===== config.mk =====
export PLATFORM = sky130hd
export DESIGN_NAME = cfg_hdr_regs
export DESIGN_NICKNAME = d
export VERILOG_FILES = /design/src/rtl/cfg_hdr_pkg.sv /design/src/rtl/cfg_ctl_status.sv /design/src/rtl/cfg_selftest.sv /design/src/rtl/cfg_win_slot.sv /design/src/rtl/cfg_hdr_regs.sv
export SDC_FILE = /design/constraint.sdc
export NUM_CORES = 1
export LEC_CHECK = 0
export ABC_AREA = 1
export BUFFER_PORTS_ARGS = -buffer_cell sky130_fd_sc_hd__buf_2
export CAP_MARGIN = 20
export CELL_PAD_IN_SITES_DETAIL_PLACEMENT = 1
export CELL_PAD_IN_SITES_GLOBAL_PLACEMENT = 2
export CORE_UTILIZATION = 31
export DETAILED_ROUTE_END_ITERATION = 12
export PLACE_DENSITY = 0.86
export SLEW_MARGIN = 20
export SYNTH_ARGS = -nofsm -noshare
export SYNTH_HDL_FRONTEND = slang
export SYNTH_SLANG_ARGS = --single-unit
export TNS_END_PERCENT = 1

===== constraint.sdc =====
create_clock -name clk -period 1.48 [get_ports clk]
set_clock_uncertainty 0.15 [all_clocks]
set_input_delay 0.074 -clock clk [delete_from_list [all_inputs] [get_ports clk]]
set_output_delay 0.074 -clock clk [all_outputs]
set_load 0.02 [all_outputs]

===== src/rtl/cfg_hdr_pkg.sv =====
package cfg_hdr_pkg;

   localparam int unsigned IDX_W = 4;

   localparam logic [IDX_W-1:0] IX_IDENT  = 4'd0;
   localparam logic [IDX_W-1:0] IX_CTLSTS = 4'd1;
   localparam logic [IDX_W-1:0] IX_CLASS  = 4'd2;
   localparam logic [IDX_W-1:0] IX_MISC   = 4'd3;
   localparam logic [IDX_W-1:0] IX_WIN0   = 4'd4;
   localparam logic [IDX_W-1:0] IX_SUBSYS = 4'd11;
   localparam logic [IDX_W-1:0] IX_ROM    = 4'd12;
   localparam logic [IDX_W-1:0] IX_CAPP   = 4'd13;
   localparam logic [IDX_W-1:0] IX_INTR   = 4'd15;

   localparam int unsigned NUM_WIN = 6;

   // writable control bits: io, mem, master, parity resp, serr, intx disable
   localparam logic [15:0] CTL_RW_MASK  = 16'h0547;
   // sticky flags within the status half-word
   localparam logic [15:0] STS_W1C_MASK = 16'hF900;
   // constant ones in status: capability list, medium select timing
   localparam logic [15:0] STS_CONST    = 16'h0210;

   function automatic logic [31:0] lane_mask(input logic [3:0] be);
      logic [31:0] m;
      for (int b = 0; b < 4; b++) begin
         m[8*b +: 8] = {8{be[b]}};
      end
      return m;
   endfunction

endpackage


===== src/rtl/cfg_ctl_status.sv =====
module cfg_ctl_status
   import cfg_hdr_pkg::*;
(
   input  logic        clk,
   input  logic        rst_n,
   input  logic        wr_en,
   input  logic [3:0]  be,
   input  logic [31:0] wdata,
   input  logic        ev_poison,
   input  logic        ev_fatal,
   input  logic        ev_sig_tabort,
   input  logic        ev_rcv_tabort,
   input  logic        ev_rcv_mabort,
   input  logic        intx_req,
   output logic [15:0] ctl_o,
   output logic [15:0] sts_o,
   output logic        intx_o
);

   logic [15:0] ctl_q, ctl_d;
   logic [15:0] flg_q, flg_d;
   logic [15:0] flg_set, flg_clr;
   logic [31:0] lmask;

   always_comb begin
      lmask = lane_mask(be);
      ctl_d = ctl_q;
      if (wr_en) begin
         ctl_d = (ctl_q & ~(lmask[15:0] & CTL_RW_MASK))
               | (wdata[15:0] & lmask[15:0] & CTL_RW_MASK);
      end
   end

   always_comb begin
      flg_set     = '0;
      flg_set[15] = ev_poison;
      flg_set[14] = ev_fatal & ctl_q[8];
      flg_set[13] = ev_rcv_mabort;
      flg_set[12] = ev_rcv_tabort;
      flg_set[11] = ev_sig_tabort;
      flg_set[8]  = ev_poison & ctl_q[6];
      flg_clr     = wr_en ? (wdata[31:16] & lmask[31:16] & STS_W1C_MASK) : '0;
      flg_d       = (flg_q & ~flg_clr) | flg_set;
   end

   always_ff @(posedge clk) begin
      if (!rst_n) begin
         ctl_q <= '0;
         flg_q <= '0;
      end else begin
         ctl_q <= ctl_d;
         flg_q <= flg_d & STS_W1C_MASK;
      end
   end

   assign ctl_o  = ctl_q;
   assign sts_o  = flg_q | STS_CONST | {12'd0, intx_req, 3'd0};
   assign intx_o = intx_req & ~ctl_q[10];


   mdpe_gate_chk: assert property (@(posedge clk) disable iff (!rst_n)
      (ev_poison && !ctl_q[6] && !flg_q[8]) |=> !sts_o[8]);


   mdpe_set_chk: assert property (@(posedge clk) disable iff (!rst_n)
      (ev_poison && ctl_q[6]) |=> sts_o[8]);


   w1c_clear_chk: assert property (@(posedge clk) disable iff (!rst_n)
      (wr_en && be[3] && wdata[31] && !ev_poison) |=> !sts_o[15]);


   sticky_hold_chk: assert property (@(posedge clk) disable iff (!rst_n)
      (flg_q[15] && !(wr_en && be[3] && wdata[31])) |=> sts_o[15]);


   intx_gate_chk: assert property (@(posedge clk) disable iff (!rst_n)
      ctl_q[10] |-> !intx_o);

endmodule


===== src/rtl/cfg_selftest.sv =====
module cfg_selftest #(
   parameter bit CAPABLE = 1'b1
) (
   input  logic       clk,
   input  logic       rst_n,
   input  logic       start_wr,
   input  logic       done,
   input  logic [3:0] code,
   output logic [7:0] byte_o
);

   generate
      if (CAPABLE) begin : g_cap
         logic       run_q;
         logic [3:0] code_q;

         always_ff @(posedge clk) begin
            if (!rst_n) begin
               run_q  <= 1'b0;
               code_q <= '0;
            end else if (done) begin
               run_q  <= 1'b0;
               code_q <= code;
            end else if (start_wr) begin
               run_q  <= 1'b1;
            end
         end

         assign byte_o = {1'b1, run_q, 2'b00, code_q};


         bist_finish_chk: assert property (@(posedge clk) disable iff (!rst_n)
            (run_q && done) |=> !byte_o[6]);


         bist_start_chk: assert property (@(posedge clk) disable iff (!rst_n)
            (start_wr && !done) |=> byte_o[6]);
      end else begin : g_nocap
         logic unused_st;
         assign unused_st = ^{clk, rst_n, start_wr, done, code};
         assign byte_o    = '0;
      end
   endgenerate

endmodule


===== src/rtl/cfg_win_slot.sv =====
module cfg_win_slot #(
   parameter int unsigned LOG2      = 12,
   parameter logic [31:0] LOW_CONST = 32'd0,
   parameter logic [31:0] EXTRA_RW  = 32'd0
) (
   input  logic        clk,
   input  logic        rst_n,
   input  logic        wr_en,
   input  logic [3:0]  be,
   input  logic [31:0] wdata,
   output logic [31:0] rdata
);

   generate
      if (LOG2 == 0) begin : g_absent
         logic unused_ws;
         assign unused_ws = ^{clk, rst_n, wr_en, be, wdata};
         assign rdata     = '0;
      end else begin : g_present
         localparam logic [31:0] WMASK = (32'hFFFF_FFFF << LOG2) | EXTRA_RW;
         logic [31:0] base_q;
         logic [31:0] lm;

         assign lm = cfg_hdr_pkg::lane_mask(be) & WMASK;

         always_ff @(posedge clk) begin
            if (!rst_n) begin
               base_q <= '0;
            end else if (wr_en) begin
               base_q <= (base_q & ~lm) | (wdata & lm);
            end
         end

         assign rdata = (base_q & WMASK) | LOW_CONST;


         win_hold_chk: assert property (@(posedge clk) disable iff (!rst_n)
            !wr_en |=> $stable(rdata));
      end
   endgenerate

endmodule


===== src/rtl/cfg_hdr_regs.sv =====
module cfg_hdr_regs
   import cfg_hdr_pkg::*;
#(
   parameter logic [15:0]      VENDOR_ID  = 16'hC0DE,
   parameter logic [15:0]      DEVICE_ID  = 16'h5A17,
   parameter logic [7:0]       REV_ID     = 8'h03,
   parameter logic [23:0]      CLASS_CODE = 24'h020000,
   parameter logic [15:0]      SUBSYS_VID = 16'hC0DE,
   parameter logic [15:0]      SUBSYS_DID = 16'h0042,
   parameter logic [7:0]       CAP_PTR    = 8'h40,
   parameter logic [7:0]       INT_PIN    = 8'h01,
   parameter bit               MULTI_FN   = 1'b0,
   parameter bit               BIST_CAP   = 1'b1,
   parameter logic [5:0][4:0]  WIN_LOG2   = {5'd0, 5'd0, 5'd0, 5'd5, 5'd16, 5'd12},
   parameter logic [5:0][3:0]  WIN_TYPE   = {4'h0, 4'h0, 4'h0, 4'h1, 4'h8, 4'h0},
   parameter int unsigned      ROM_LOG2   = 14
) (
   input  logic        clk,
   input  logic        rst_n,
   input  logic [3:0]  cfg_idx,
   input  logic        cfg_wr,
   input  logic        cfg_rd,
   input  logic [3:0]  cfg_be,
   input  logic [31:0] cfg_wdata,
   output logic [31:0] cfg_rdata,
   output logic        cfg_rvalid,
   input  logic        ev_poison,
   input  logic        ev_fatal,
   input  logic        ev_sig_tabort,
   input  logic        ev_rcv_tabort,
   input  logic        ev_rcv_mabort,
   input  logic        intx_req,
   input  logic        bist_done,
   input  logic [3:0]  bist_code,
   output logic [15:0] cmd_o,
   output logic        intx_o
);

   initial begin
      cap_align_chk: assert (CAP_PTR[1:0] == 2'b00 && CAP_PTR >= 8'h40)
         else $error("capability pointer must be dword aligned past the header");
      pin_range_chk: assert (INT_PIN <= 8'd4)
         else $error("interrupt pin out of range");
      rom_size_chk: assert (ROM_LOG2 == 0 || (ROM_LOG2 >= 11 && ROM_LOG2 <= 31))
         else $error("ROM size exponent out of range");
      for (int i = 0; i < NUM_WIN; i++) begin
         if (WIN_LOG2[i] != 0) begin
            if (WIN_TYPE[i][0]) begin
               io_win_chk: assert (WIN_LOG2[i] >= 2 && WIN_TYPE[i][3:1] == 3'b000)
                  else $error("IO window type or size invalid");
            end else begin
               mem_win_chk: assert (WIN_LOG2[i] >= 4 && WIN_TYPE[i][2:1] == 2'b00)
                  else $error("memory window type or size invalid");
            end
         end
      end
   end

   logic [15:0] sts_w;
   logic [7:0]  bist_w;
   logic [31:0] win_rd [NUM_WIN];
   logic [31:0] rom_rd;
   logic [7:0]  cls_q;
   logic [7:0]  irq_line_q;
   logic [31:0] rd_mux;
   logic [31:0] rdata_q;
   logic        rvalid_q;

   cfg_ctl_status u_ctl (
      .clk           (clk),
      .rst_n         (rst_n),
      .wr_en         (cfg_wr && cfg_idx == IX_CTLSTS),
      .be            (cfg_be),
      .wdata         (cfg_wdata),
      .ev_poison     (ev_poison),
      .ev_fatal      (ev_fatal),
      .ev_sig_tabort (ev_sig_tabort),
      .ev_rcv_tabort (ev_rcv_tabort),
      .ev_rcv_mabort (ev_rcv_mabort),
      .intx_req      (intx_req),
      .ctl_o         (cmd_o),
      .sts_o         (sts_w),
      .intx_o        (intx_o)
   );

   cfg_selftest #(.CAPABLE(BIST_CAP)) u_bist (
      .clk      (clk),
      .rst_n    (rst_n),
      .start_wr (cfg_wr && cfg_idx == IX_MISC && cfg_be[3] && cfg_wdata[30]),
      .done     (bist_done),
      .code     (bist_code),
      .byte_o   (bist_w)
   );

   generate
      for (genvar i = 0; i < NUM_WIN; i++) begin : g_win
         cfg_win_slot #(
            .LOG2      (int'(WIN_LOG2[i])),
            .LOW_CONST ({28'd0, WIN_TYPE[i]}),
            .EXTRA_RW  (32'd0)
         ) u_win (
            .clk   (clk),
            .rst_n (rst_n),
            .wr_en (cfg_wr && cfg_idx == IX_WIN0 + 4'(i)),
            .be    (cfg_be),
            .wdata (cfg_wdata),
            .rdata (win_rd[i])
         );
      end
   endgenerate

   cfg_win_slot #(
      .LOG2      (ROM_LOG2),
      .LOW_CONST (32'd0),
      .EXTRA_RW  (32'd1)
   ) u_rom (
      .clk   (clk),
      .rst_n (rst_n),
      .wr_en (cfg_wr && cfg_idx == IX_ROM),
      .be    (cfg_be),
      .wdata (cfg_wdata),
      .rdata (rom_rd)
   );

   always_ff @(posedge clk) begin
      if (!rst_n) begin
         cls_q      <= '0;
         irq_line_q <= '0;
      end else if (cfg_wr && cfg_be[0]) begin
         if (cfg_idx == IX_MISC) cls_q      <= cfg_wdata[7:0];
         if (cfg_idx == IX_INTR) irq_line_q <= cfg_wdata[7:0];
      end
   end

   always_comb begin
      rd_mux = '0;
      case (cfg_idx)
         IX_IDENT:  rd_mux = {DEVICE_ID, VENDOR_ID};
         IX_CTLSTS: rd_mux = {sts_w, cmd_o};
         IX_CLASS:  rd_mux = {CLASS_CODE, REV_ID};
         IX_MISC:   rd_mux = {bist_w, MULTI_FN, 7'd0, 8'h00, cls_q};
         4'd4:      rd_mux = win_rd[0];
         4'd5:      rd_mux = win_rd[1];
         4'd6:      rd_mux = win_rd[2];
         4'd7:      rd_mux = win_rd[3];
         4'd8:      rd_mux = win_rd[4];
         4'd9:      rd_mux = win_rd[5];
         IX_SUBSYS: rd_mux = {SUBSYS_DID, SUBSYS_VID};
         IX_ROM:    rd_mux = rom_rd;
         IX_CAPP:   rd_mux = {24'd0, CAP_PTR};
         IX_INTR:   rd_mux = {16'd0, INT_PIN, irq_line_q};
         default:   rd_mux = '0;
      endcase
   end

   always_ff @(posedge clk) begin
      if (!rst_n) begin
         rdata_q  <= '0;
         rvalid_q <= 1'b0;
      end else begin
         rvalid_q <= cfg_rd;
         if (cfg_rd) rdata_q <= rd_mux;
      end
   end

   assign cfg_rdata  = rdata_q;
   assign cfg_rvalid = rvalid_q;


   rd_resp_chk: assert property (@(posedge clk) disable iff (!rst_n)
      cfg_rd |=> cfg_rvalid);


   rd_idle_chk: assert property (@(posedge clk) disable iff (!rst_n)
      !cfg_rd |=> !cfg_rvalid);


   line_hold_chk: assert property (@(posedge clk) disable iff (!rst_n)
      !(cfg_wr && cfg_be[0] && cfg_idx == IX_INTR) |=> $stable(irq_line_q));

endmodule


==> impl_metrics.toml <==
[placed_design]
placed_cells_incl_taps = 1338
pre_cts_ws_ns = -0.260
buffer_ports.inserted = 94
post-dp-hpwl_microns = 16600
post_dp_cell_area_sq_um = 7760
finalWeightedCongestion = 0.828

[critical_path]
timing.reg2reg.worst_path_depth = 4
reg2reg_slack_ns = 0.07
largest_stage_delay_on_the_critical_path_ns = 0.32
critical_path.reg2reg.endpoint = "cfg_rdata[25]"
cp_num_buf_inv = 0
critPathRequiredTime_ns = 1.64
worstPathCellList = "o21ai_0 > o21ai_0 > o21bai_1 > a21oi_1"
most_frequent_cell_on_the_critical_path = "o21ai_0"
worst-endpoint-arrival_ns = 1.57
startpoint_type_of_the_worst_setup_path = "flop"
r2r-start = "u_bist.g_cap.code_q[1]"
timing.setup.critical_path_class = "reg2reg"
timing.critical_path.to_type = "flop"
critical_path_peak_fanout = 2
crit_path_top_delay_cell = "o21ai_0"
worst_path_dominant_cell_family = "compound AO/OA/AOI/OAI gates"

[worst_hold_path]
timing.hold.worst.class = "in2reg"
timing.hold.worst.start = "cfg_be[0]"
hold-path-cell-count = 6

[grt]
grt_pass1_vias = 7039
grt_max_degree = 48
globalRouteOverflowTotal = 0
grt_pass1_wl_microns = 37800
grt_antenna_before_repair = 0
groute.usage.overall = 0.231

[power]
p_per_area_nw_per_um2 = 1150
p_sw_frac = 0.225
seq_power_share = 0.397
ir_drop_mv = 0.611
power_frac_clock = 0.515
internal-power_uw = 7970
switching_power_uw = 2310
pwr-share-comb = 0.088
total_leakage_power_uw = 0.00388

[drt]
routed-via-count = 6893
wl_per_cell_microns = 16.7
remaining_design_rule_violation_count = 0
routed_wl_microns = 23700
post_dr_vias_cell = 4.86
drt_iter0_markers = 384
antenna_violating_nets_post_route = 0
first_pass_iters = 4

[layout]
fillers = 2564
final_layout_size_suffix_gt1_frac = 0.206
design.final.nets = 1190
final_design_area_no_fill_sq_um = 8960
stdcell_count = 1419
syn2layout_area_growth_pct = 40.5

[yosys]
synth_area_leaders = "dfxtp_1 46%, nand2_1 13%, nor2_1 8.8%, nand3_1 7.5%, a21oi_1 7.3%"
yosys.area_share.xor_xnor = 0
yosys_warnings = 0
yosys_most_used_dff = "dfxtp_1"
ys_async_sr_fraction = 0
ys_top_cells_by_count = "216 x nand2_1, 149 x nor2_1, 148 x dfxtp_1"
netlist.top_cell.by_area = "dfxtp_1"
yosysSeqAreaShare = 0.464
synth_most_common_cell = "nand2_1"
synth_seq_cells = 148
synth.area.mux_share = 0
netlist-cell-type-count = 20
synth_top_family_by_area = "simple AND/OR/NAND/NOR gates"
syn_inst = 928
synth_edf_count = 0
netlist_area_sq_um = 6380
synth_area_per_cell_sq_um = 6.87
synth_largest_type_area_fraction = 0.464
synth_compound_gate_area_share = 0.150
synth_adder_area_share = 0
synthSimpleGateAreaFrac = 0.312

[cts]
post_cts_resized = 0
clock-root-buffer = "clkbuf_16"
cts.htree.levels = 4
tritoncts = "yes"
cts-root-to-sink-buffers = 2
clock_insertion_delay_worst_skew_ns = 0.43
clock_sinks = 148
cts.repair_timing.setup_buffer_count = 0
cts.hold.buffers_added = 48
cts_made_buffers = 17
worst_setup_hold_path_clk_slew_ns = 0.07

[timing]
hold_viol_final = 0
grt_setup_unrepaired = "false"
fin_setup_tns_ns = 0
final-max-slew-violation-count = 0
timing.final.crit_period_ns = 1.41
report.final.setup_viol = 0
layout_setup_ws_ns = 0.0731
highest_attainable_clock_frequency_mhz = 711
final.period_utilization = 0.951
finalHoldWorstSlack_ns = 0.0431

[die]
floorplan.initialDensity = 0.315
chipWidth_microns = 145
core.rowCount = 52
core-area_sq_um = 20200
floorplan.die_area_sq_um = 21200
dieHeight_microns = 145
boundaryPins = 105

[run]
max_cap_viol_count = 0

[run_status]
run_status = "completed"
-- worst register-to-register path, cell delays in order, from the launching register on --
cell and delay [ns]:
dfxtp_1 0.31, o21ai_0 0.32, o21ai_0 0.16, o21bai_1 0.26, a21oi_1 0.09
-- power by group through the flow --
| stage | combinational, uW | clock (uW) | sequential (uW) |
|---|---|---|---|
| global route | 981 | 5540 | 4090 |
| floorplan | 359 | 0 | 4180 |
| CTS | 902 | 5380 | 4080 |
| detailed placement | 797 | 0 | 4170 |
| global placement | 788 | 0 | 4170 |
| finish | 900 | 5300 | 4080 |
-- stage by stage --
stage                      util  power, uW
after detailed placement  0.384       4970
after floorplan               -       4540
after CTS                 0.443      10400
after global placement    0.384       4950
final                     0.443      10300
after global routing      0.443      10600
-- worst max-delay path by stage --
stage,startpoint,end,depth (start not counted)
global route,cfg_be[2],flop,7
floorplan,cfg_idx[1],flop,8
global placement,cfg_idx[3],cfg_rdata[22],11
CTS,u_bist.g_cap.code_q[1],cfg_rdata[25],4
finish,u_bist.g_cap.code_q[1],cfg_rdata[25],4
detailed placement,cfg_idx[1],cfg_rdata[17],10
-- layout make-up --
type,count,area [sq um],share of cell area
antenna,1,2.50,0.000279
clock buffer,20,447,0.0498
clock inverter,12,274,0.0306
inverter,62,233,0.0260
multi-input combinational,678,2990,0.333
sequential,148,2960,0.331
tap,270,338,0.0377
timing repair buffer,228,1720,0.192
-- cells in the final DEF (no fill, tap or decap), drive strengths merged --
| cell type | n |
|---|---|
| a21oi | 93 |
| buf | 180 |
| bufinv | 8 |
| clkbuf | 20 |
| clkinv | 2 |
| clkinvlp | 1 |
| conb | 10 |
| dfxtp | 148 |
| diode | 1 |
| dlygate4sd3 | 48 |
| inv | 63 |
| nand2 | 219 |
| nand3 | 95 |
| nor2 | 162 |
| nor3 | 2 |
| o21ai | 93 |
| o21bai | 1 |
| o22ai | 3 |
-- routing by layer --
metal	global-route usage	wire length, microns	vias to the layer above
li1	-	-	3405
met3	0.0445	881	28
met2	0.396	11500	135
met5	0	0	-
met1	0.291	10900	3325
met4	0.0747	450	0
-- kinds of logic after synthesis --
group / Yosys count
AO/OA/AOI/OAI: 190
buffers and inverters: 111
other: 1
flip-flops: 148
AND/OR/NAND/NOR: 478
No activity file was read; power rests on OpenSTA's default activity.
